--- config.mk ---
export PLATFORM = sky130hd
export DESIGN_NAME = dmahs_ctrl
export DESIGN_NICKNAME = d
export VERILOG_FILES = /design/src/rtl/dmahs_pkg.sv /design/src/rtl/dmahs_regport.sv /design/src/rtl/dmahs_chan.sv /design/src/rtl/dmahs_ctrl.sv
export SDC_FILE = /design/constraint.sdc
export NUM_CORES = 1
export LEC_CHECK = 0
export CAP_MARGIN = 20
export CORE_ASPECT_RATIO = 2
export CORE_MARGIN = 2
export CORE_UTILIZATION = 45
export CTS_CLUSTER_SIZE = 25
export DETAILED_ROUTE_END_ITERATION = 8
export GPL_ROUTABILITY_DRIVEN = 1
export MAX_ROUTING_LAYER = met4
export PLACE_DENSITY = 0.82
export SETUP_SLACK_MARGIN = 0.2
export SYNTH_ARGS = -nofsm -noshare
export SYNTH_HDL_FRONTEND = slang
export SYNTH_SLANG_ARGS = --single-unit
--- constraint.sdc ---
create_clock -name clk -period 7.1 [get_ports clk]
set_input_delay 0.71 -clock clk [delete_from_list [all_inputs] [get_ports clk]]
set_output_delay 0.71 -clock clk [all_outputs]
set_load 0.02 [all_outputs]
--- src/rtl/dmahs_pkg.sv ---
package dmahs_pkg;
    parameter int DATA_W = 16;
    parameter int CNT_W  = 16;
    parameter int CMD_W  = 8;
    parameter int N_CH   = 2;

    localparam int STEP = DATA_W / 8;

    localparam logic [CMD_W-1:0] CMD_CFG_RD = 8'h21;
    localparam logic [CMD_W-1:0] CMD_CFG_WR = 8'hA1;
    localparam logic [CMD_W-1:0] CMD_TC_RD  = 8'h22;
    localparam logic [CMD_W-1:0] CMD_TC_WR  = 8'hA2;

    localparam int CFG_EN0   = 0;
    localparam int CFG_CNT   = N_CH;
    localparam int CFG_DIR0  = N_CH + 1;
    localparam int STS_DONE0 = 8;

    typedef struct packed {
        logic             en;
        logic             dir;
        logic             cnt_en;
        logic             done;
        logic [CNT_W-1:0] cnt;
    } chan_st_t;

    typedef struct packed {
        logic [CMD_W-1:0] cmd;
        logic [CNT_W-1:0] tc;
    } regp_st_t;
endpackage

--- src/rtl/dmahs_regport.sv ---
module dmahs_regport
    import dmahs_pkg::*;
(
    input  logic              clk,
    input  logic              rst_n,
    input  logic              cs,
    input  logic              rd,
    input  logic              wr,
    input  logic              a0,
    input  logic [DATA_W-1:0] wdata,
    input  logic [N_CH-1:0]   ch_en,
    input  logic [N_CH-1:0]   ch_dir,
    input  logic [N_CH-1:0]   ch_done,
    input  logic              cnt_en,
    output logic              cfg_we,
    output logic [CNT_W-1:0]  tc,
    output logic [DATA_W-1:0] rdata
);
    regp_st_t          rp_d, rp_q;
    logic [DATA_W-1:0] view;

    always_comb begin
        rp_d = rp_q;
        if (cs && wr) begin
            if (a0) begin
                rp_d.cmd = wdata[CMD_W-1:0];
            end else if (rp_q.cmd == CMD_TC_WR) begin
                rp_d.tc = CNT_W'(wdata);
            end
        end
        cfg_we = cs && wr && !a0 && (rp_q.cmd == CMD_CFG_WR);

        view = '0;
        for (int k = 0; k < N_CH; k++) begin
            view[CFG_EN0 + k]   = ch_en[k];
            view[CFG_DIR0 + k]  = ch_dir[k];
            view[STS_DONE0 + k] = ch_done[k];
        end
        view[CFG_CNT] = cnt_en;

        rdata = '0;
        if (cs && rd && !a0) begin
            case (rp_q.cmd)
                CMD_CFG_RD: rdata = view;
                CMD_TC_RD:  rdata = DATA_W'(rp_q.tc);
                default:    rdata = '0;
            endcase
        end
    end

    always_ff @(posedge clk or negedge rst_n) begin
        if (!rst_n) rp_q <= '0;
        else        rp_q <= rp_d;
    end

    assign tc = rp_q.tc;
endmodule

--- src/rtl/dmahs_chan.sv ---
module dmahs_chan
    import dmahs_pkg::*;
#(
    parameter bit USE_CNT = 1'b1
) (
    input  logic             clk,
    input  logic             rst_n,
    input  logic             cfg_we,
    input  logic             cfg_en,
    input  logic             cfg_dir,
    input  logic             cfg_cnt,
    input  logic [CNT_W-1:0] tc,
    input  logic             dack,
    input  logic             eot,
    output logic             req,
    output logic             xfer,
    output logic             en,
    output logic             dir,
    output logic             done,
    output logic             cnt_en,
    output logic [CNT_W-1:0] cnt
);
    chan_st_t         st_d, st_q;
    logic             hit;
    logic [CNT_W:0]   cnt_nx;

    always_comb begin
        st_d   = st_q;
        hit    = st_q.cnt_en && (st_q.cnt >= tc);
        req    = st_q.en && !st_q.done && !hit;
        xfer   = req && dack;
        cnt_nx = {1'b0, st_q.cnt} + (CNT_W+1)'(STEP);

        if (cfg_we) begin
            st_d.en     = cfg_en;
            st_d.dir    = cfg_dir;
            st_d.cnt_en = cfg_cnt && USE_CNT;
            if (cfg_en) begin
                st_d.done = 1'b0;
                st_d.cnt  = '0;
            end
        end else if (xfer) begin
            if (st_q.cnt_en) st_d.cnt = cnt_nx[CNT_W-1:0];
            if (eot || (st_q.cnt_en && (cnt_nx >= {1'b0, tc}))) st_d.done = 1'b1;
        end else if (st_q.en && !st_q.done && hit) begin
            st_d.done = 1'b1;
        end
    end

    always_ff @(posedge clk or negedge rst_n) begin
        if (!rst_n) st_q <= '0;
        else        st_q <= st_d;
    end

    assign en     = st_q.en;
    assign dir    = st_q.dir;
    assign done   = st_q.done;
    assign cnt_en = st_q.cnt_en;
    assign cnt    = st_q.cnt;
endmodule

--- src/rtl/dmahs_ctrl.sv ---
module dmahs_ctrl
    import dmahs_pkg::*;
(
    input  logic              clk,
    input  logic              rst_n,
    input  logic              reg_cs,
    input  logic              reg_rd,
    input  logic              reg_wr,
    input  logic              reg_a0,
    input  logic [DATA_W-1:0] reg_wdata,
    output logic [DATA_W-1:0] reg_rdata,
    output logic              dma_req_h,
    input  logic              dma_ack_h,
    output logic              dma_req_d,
    input  logic              dma_ack_d,
    input  logic              dma_eot,
    input  logic [DATA_W-1:0] dma_wdata,
    output logic [DATA_W-1:0] dma_rdata,
    output logic              hbuf_we,
    output logic              hbuf_re,
    output logic [DATA_W-1:0] hbuf_wdata,
    input  logic [DATA_W-1:0] hbuf_rdata,
    output logic              dbuf_we,
    output logic              dbuf_re,
    output logic [DATA_W-1:0] dbuf_wdata,
    input  logic [DATA_W-1:0] dbuf_rdata
);
    logic                         cfg_we;
    logic [CNT_W-1:0]             tc_q;
    logic [N_CH-1:0]              ch_ack, ch_req, ch_xfer, ch_en, ch_dir, ch_done, ch_cnt_en;
    logic [N_CH-1:0][CNT_W-1:0]   ch_cnt;
    logic [N_CH-1:0]              buf_we, buf_re;
    logic [N_CH-1:0][DATA_W-1:0]  buf_rd;

    assign ch_ack = {dma_ack_d, dma_ack_h};
    assign buf_rd = {dbuf_rdata, hbuf_rdata};

    dmahs_regport u_regs (
        .clk     (clk),
        .rst_n   (rst_n),
        .cs      (reg_cs),
        .rd      (reg_rd),
        .wr      (reg_wr),
        .a0      (reg_a0),
        .wdata   (reg_wdata),
        .ch_en   (ch_en),
        .ch_dir  (ch_dir),
        .ch_done (ch_done),
        .cnt_en  (ch_cnt_en[0]),
        .cfg_we  (cfg_we),
        .tc      (tc_q),
        .rdata   (reg_rdata)
    );

    for (genvar g = 0; g < N_CH; g++) begin : g_ch
        dmahs_chan #(.USE_CNT(g == 0)) u_ch (
            .clk     (clk),
            .rst_n   (rst_n),
            .cfg_we  (cfg_we),
            .cfg_en  (reg_wdata[CFG_EN0 + g]),
            .cfg_dir (reg_wdata[CFG_DIR0 + g]),
            .cfg_cnt (reg_wdata[CFG_CNT]),
            .tc      (tc_q),
            .dack    (ch_ack[g]),
            .eot     (dma_eot),
            .req     (ch_req[g]),
            .xfer    (ch_xfer[g]),
            .en      (ch_en[g]),
            .dir     (ch_dir[g]),
            .done    (ch_done[g]),
            .cnt_en  (ch_cnt_en[g]),
            .cnt     (ch_cnt[g])
        );
        assign buf_we[g] = ch_xfer[g] && ch_dir[g];
        assign buf_re[g] = ch_xfer[g] && !ch_dir[g];
    end

    always_comb begin
        dma_rdata = '0;
        for (int k = N_CH - 1; k >= 0; k--) begin
            if (buf_re[k]) dma_rdata = buf_rd[k];
        end
    end

    assign dma_req_h  = ch_req[0];
    assign dma_req_d  = ch_req[1];
    assign hbuf_we    = buf_we[0];
    assign hbuf_re    = buf_re[0];
    assign dbuf_we    = buf_we[1];
    assign dbuf_re    = buf_re[1];
    assign hbuf_wdata = dma_wdata;
    assign dbuf_wdata = dma_wdata;
endmodule

---- Word-level counts from Yosys, hierarchy flattened ----
Cells that the tools add are included.
storage, ports and cells
  register bits after elaboration ......... 47
  input port bits ......................... 73
operators by class
  $add $sub $neg .......................... 1
  magnitude comparators ................... 2
  eq/ne operators ......................... 8
  muxes and demuxes ....................... 15
  bitwise gates (word level) .............. 1
  reduce and logical (&&, ||, !) cells .... 33
operators by type and width
  operator               number
  $mux 16                5
  $mux 17                4
  $pmux 16 s2            1
  $add 16x2->17 const B  1
  $ge 17x16->1           1
  $logic_and 1x1->1      17
  $eq 8x6->1 const B     2
  $eq 8x8->1 const B     2
  $ge 16x16->1           1
  $reduce_and 3->1       4
  $logic_not 1->1        6
  $ne 3x3->1 const B     2
  $reduce_bool 3->1      2
  $mux 1                 5
  $ne 2x2->1 const B     2
  $reduce_bool 2->1      2
  $reduce_and 2->1       1
  $logic_or 1x1->1       1
  $not 1->1              1

---- Logic depth before layout (Yosys ltp) ----
  word-level depth ........................ 7
  mapped depth ............................ 12
  depth with buffers taken out ............ 11

---- Cells and area by module ----
Synthesis repeated with hierarchy kept, for this count alone.
unflattened totals
  cells, all modules ...................... 426
  area total of the unflattened synthesis .. 4155.2 um2
modules (own cells, without submodules)
  module                     times used  cells an instance  area each (um2)  seq. area each (um2)
  dmahs_chan (g_ch[0].u_ch)  1           223                1989.4           475.5
  dmahs_regport              1           100                1295.0           600.6
  dmahs_ctrl                 1           75                 609.3            0.0
  dmahs_chan (g_ch[1].u_ch)  1           28                 261.5            75.1

---- Worst setup path before layout ----
OpenSTA, ideal clock, no wires.
  kind .................................... flip-flop to output port
  start ................................... register g_ch[0].u_ch.st_q (netlist bit g_ch[0].u_ch.cnt[1])
  end ..................................... output port dma_rdata[10]
  arrival time ............................ 2.407 ns
  required time ........................... 6.390 ns
  setup slack ............................. 3.983 ns
  stages on the path, launching flop included .. 10
  path buffers ............................ 1
  cells stage by stage .................... dfrtp_1 -> inv_1 -> ha_1 -> o21ba_2 -> o21ai_1 -> a41oi_1 -> a21oi_2 -> nor2_4 -> buf_2 -> o21ai_0
on the way
  longest elaborated chain between the ends .. 7
ends and longest elaborated chain
  element                 line              RTL
  from (decl)             dmahs_chan.sv:23  chan_st_t st_d, st_q;
  from (signal assigned)  dmahs_chan.sv:52  else st_q <= st_d;
  $ge 16x16->1            dmahs_chan.sv:29  hit = st_q.cnt_en && (st_q.cnt >= tc);
  $logic_and 1x1->1       dmahs_chan.sv:29
  $logic_not 1->1         dmahs_chan.sv:30  req = st_q.en && !st_q.done && !hit;
  $logic_and 1x1->1       dmahs_chan.sv:30
  $logic_and 1x1->1       dmahs_chan.sv:31  xfer = req && dack;
  $logic_and 1x1->1       dmahs_ctrl.sv:75  assign buf_re[g] = ch_xfer[g] && !ch_dir[g];
  net hbuf_re             dmahs_ctrl.sv:20  output logic hbuf_re,
  $mux 16                 dmahs_ctrl.sv:81  if (buf_re[k]) dma_rdata = buf_rd[k];
  to (decl)               dmahs_ctrl.sv:18  output logic [DATA_W-1:0] dma_rdata,
The timed path passes the listed nets, and every way through them passes these cells.

---- Worst setup path in the final report ----
  start ................................... register g_ch[0].u_ch.st_q (netlist bit g_ch[0].u_ch.cnt[7])
  end ..................................... output port dma_rdata[2]
on the way
  longest elaborated chain between the ends .. 7
ends and longest elaborated chain
  element            line
  $ge 16x16->1       dmahs_chan.sv:29
  $logic_and 1x1->1  dmahs_chan.sv:29
  $logic_not 1->1    dmahs_chan.sv:30
  $logic_and 1x1->1  dmahs_chan.sv:30
  $logic_and 1x1->1  dmahs_chan.sv:31
  $logic_and 1x1->1  dmahs_ctrl.sv:75
  $mux 16            dmahs_ctrl.sv:81
Every way passes these cells.

==> flow_summary.toml <==
[timing]
hold_slack_ns = 0.233
max_freq_mhz = 230
finalCritPeriodShare_pct = 61.3
worst_pin_slew_ns = 0.978
finalHoldViolations = 0
rsz0062_at_grt = "false"
maxSlewHeadroom_pct = 34.4
skew_ns = 0.00361
period_needed_ns = 4.35
fin_tns_setup_ns = 0
drv_slew = 0
setup_viol = 0

[yosys]
ys_seq_area_share_pct = 31.8
synth-edff-count = 0
synthTopCellsByArea = "dfrtp_1 (32%), ha_1 (11%), buf_4 (6.8%)"
synth-main-ff-cell = "dfrtp_1"
avgSynthCellArea_um2 = 8.44
ys_ff_latch = 46
synthesis.area_mm2 = 0.00362
yosys_warnings = 0
syn_nets = 533
synth_top_area_share_pct = 31.8
synth.distinct_cells = 53
syn-instance-count = 429
async_flop_share_pct = 100
synth_area_leader_cell = "dfrtp_1"

[floorplan]
dieWidth_um = 67.4
fp.dieArea_mm2 = 0.00883
start_util_pct = 45.9
io-pin-count = 143
row_count = 46
die_h_um = 131
coreArea_mm2 = 0.00789

[finish]
most-common-layout-cells = "clkdlybuf4s50_1 (93), nand2_1 (58), dfrtp_1 (46), o21ai_0 (43), nand3_1 (36)"
area_growth_pct = 25.5
final_layout_size_suffix_gt1_share_pct = 8.25
num_antenna_cells = 0
final_common_cell = "clkdlybuf4s50_1"
multi_input_area_mm2 = 0.00206
fin_nets = 588
nFillCells = 689
seqCellArea_mm2 = 0.00115

[drt]
dr_total_vias = 3379
first_pass_iters = 5
drtAntennaViolNets = 0
routed_wirelength_um = 10500
wire_per_inst_um = 18.0
initialDrtViolationCount = 138
viasPerCell = 5.82
drc = 0

[grt]
antenna_found_initial = 0
grt_max_degree = 47
grt-ovfl-total = 0
grt_pass1_wl_um = 16500
grt_use_total_pct = 25.9
grt_pass1_vias = 3381

[clocking]
htreeDepth = 2
cts_root_buf = "clkbuf_16"
cts_inserted_buffers = 5
clk_latency_ns = 0.29
cts_tree = "done"
cts.sinks = 46
cts_hold_buf = 0
clockBufferDepth = 2
post-cts-setup-buffer-count = 0
clkTransAtPathRegs_ns = 0.07
cts_resized = 0

[power_and_ir_drop]
peakVddDrop_mv = 0.174
powerDensity_mw_per_mm2 = 151
p_leak_nw = 2.00
power_w = 0.000688

[setup_path]
critPathRequiredTime_ns = 6.39
path_max_fanout = 27
path_cells = "ha_1, and3_1, a221o_1, a221oi_2, a21o_1, nand3_1, o21ai_0, clkdlybuf4s50_1"
crit_arrival_ns = 3.64
crit_path_start_kind = "flip-flop"
worst_setup_path_end_kind = "output port"
slowest_delay_ns = 0.76
crit_type = "reg2out"
cp_slowest_cell = "a21o_1"

[run_status]
status = "finished clean"

[placement]
io_buffer_count = 94
gp_congestion = 0.966
hpwl_um = 8180

[worst_hold_path]
hp-class = "in2async"

[flow_run]
maxCapViolations = 0
per-stage QoR:
| stage | setup WS, ns | instance area (um^2) | cells | utilization [%] |
|---|---|---|---|---|
| after global placement | 3.10 | 4360 | 572 | 55.3 |
| after detailed placement | 3.06 | 4360 | 572 | 55.3 |
| after global routing | 2.52 | 4550 | 581 | 57.6 |
| final | 2.75 | 4550 | 581 | 57.6 |
| after CTS | 2.77 | 4530 | 580 | 57.4 |
| after floorplan | 3.98 | 3620 | 429 | - |
critical path, delay by kind of cell (launching register included):
kind	cells	cell delay [ns]
AO/OA/AOI/OAI	4	1.55
buffers and inverters	1	0.63
flip-flops	1	0.48
adder cells (fa/ha/maj)	1	0.34
AND/OR/NAND/NOR	2	0.34
registers in the layout, indices dropped and copies added (netlist names):
register and count:
g_ch.u_ch.dir 2, g_ch.u_ch.cnt_en 1, g_ch.u_ch.done 2, u_regs.tc 16, u_regs.rp_q 8, g_ch.u_ch.en 2, g_ch.u_ch.cnt 15
final timing paths:
path / cells past startpoint / slack (ns) / from / endpoint
worst max-delay path: 8 / 2.75 / g_ch[0].u_ch.cnt[7] / dma_rdata[2]
worst min register to register: 1 / 0.52 / u_regs.rp_q[21] / u_regs.rp_q[21]
max in group asynchronous: 2 / 6.40 / rst_n / u_regs.rp_q[16]
min in group clk: 1 / 0.52 / u_regs.rp_q[21] / u_regs.rp_q[21]
worst max register to register: 7 / 3.87 / g_ch[0].u_ch.cnt[7] / g_ch[0].u_ch.cnt[7]
worst min-delay path: 1 / 0.23 / rst_n / g_ch[0].u_ch.cnt[12]
synth_stat cells, drive strengths merged, types with 6 or more instances:
cell	n
nand2	59
dfrtp	46
o21ai	44
buf	42
nand3	36
ha	31
nor2	26
inv	22
nor3	15
a21oi	14
mux2	11
xnor2	9
a21o	8
a22oi	7
a221o	6
clkbuf	6
nand4	6
final cells by class:
type                    count  share of cell area [%]
clock buffers               5                    2.75
multi-input cells         312                    45.2
well taps                  96                    2.64
repair buffers             96                    21.2
inverters                  23                    1.90
clock inverters             3                   0.963
flip-flops and latches     46                    25.3
cell families (layout without fill, tap and decap cells):
kind of cell	Yosys count	after routing	share of synthesized area [%]
multiplexers	11	11	3.42
buffers and inverters	71	127	11.6
adder cells (fa/ha/maj)	31	31	10.7
XOR/XNOR	13	13	3.14
AO/OA/AOI/OAI	90	90	15.8
flip-flops	46	46	31.8
AND/OR/NAND/NOR	167	167	23.6
report_power, final:
part | switching [W] | internal, W
clock network | 0.000106 | 0.000167
logic | 0.0000611 | 0.0000575
registers | 0.0000145 | 0.000282
per-layer routing:
metal	global-route usage (%)	vias to the layer above	wire length [um]
met4	13.8	0	513
li1	-	1593	-
met5	-	-	0
met1	26.5	1615	3690
met2	47.1	129	5760
met3	2.40	42	508
(Power assumes the default switching activity.)
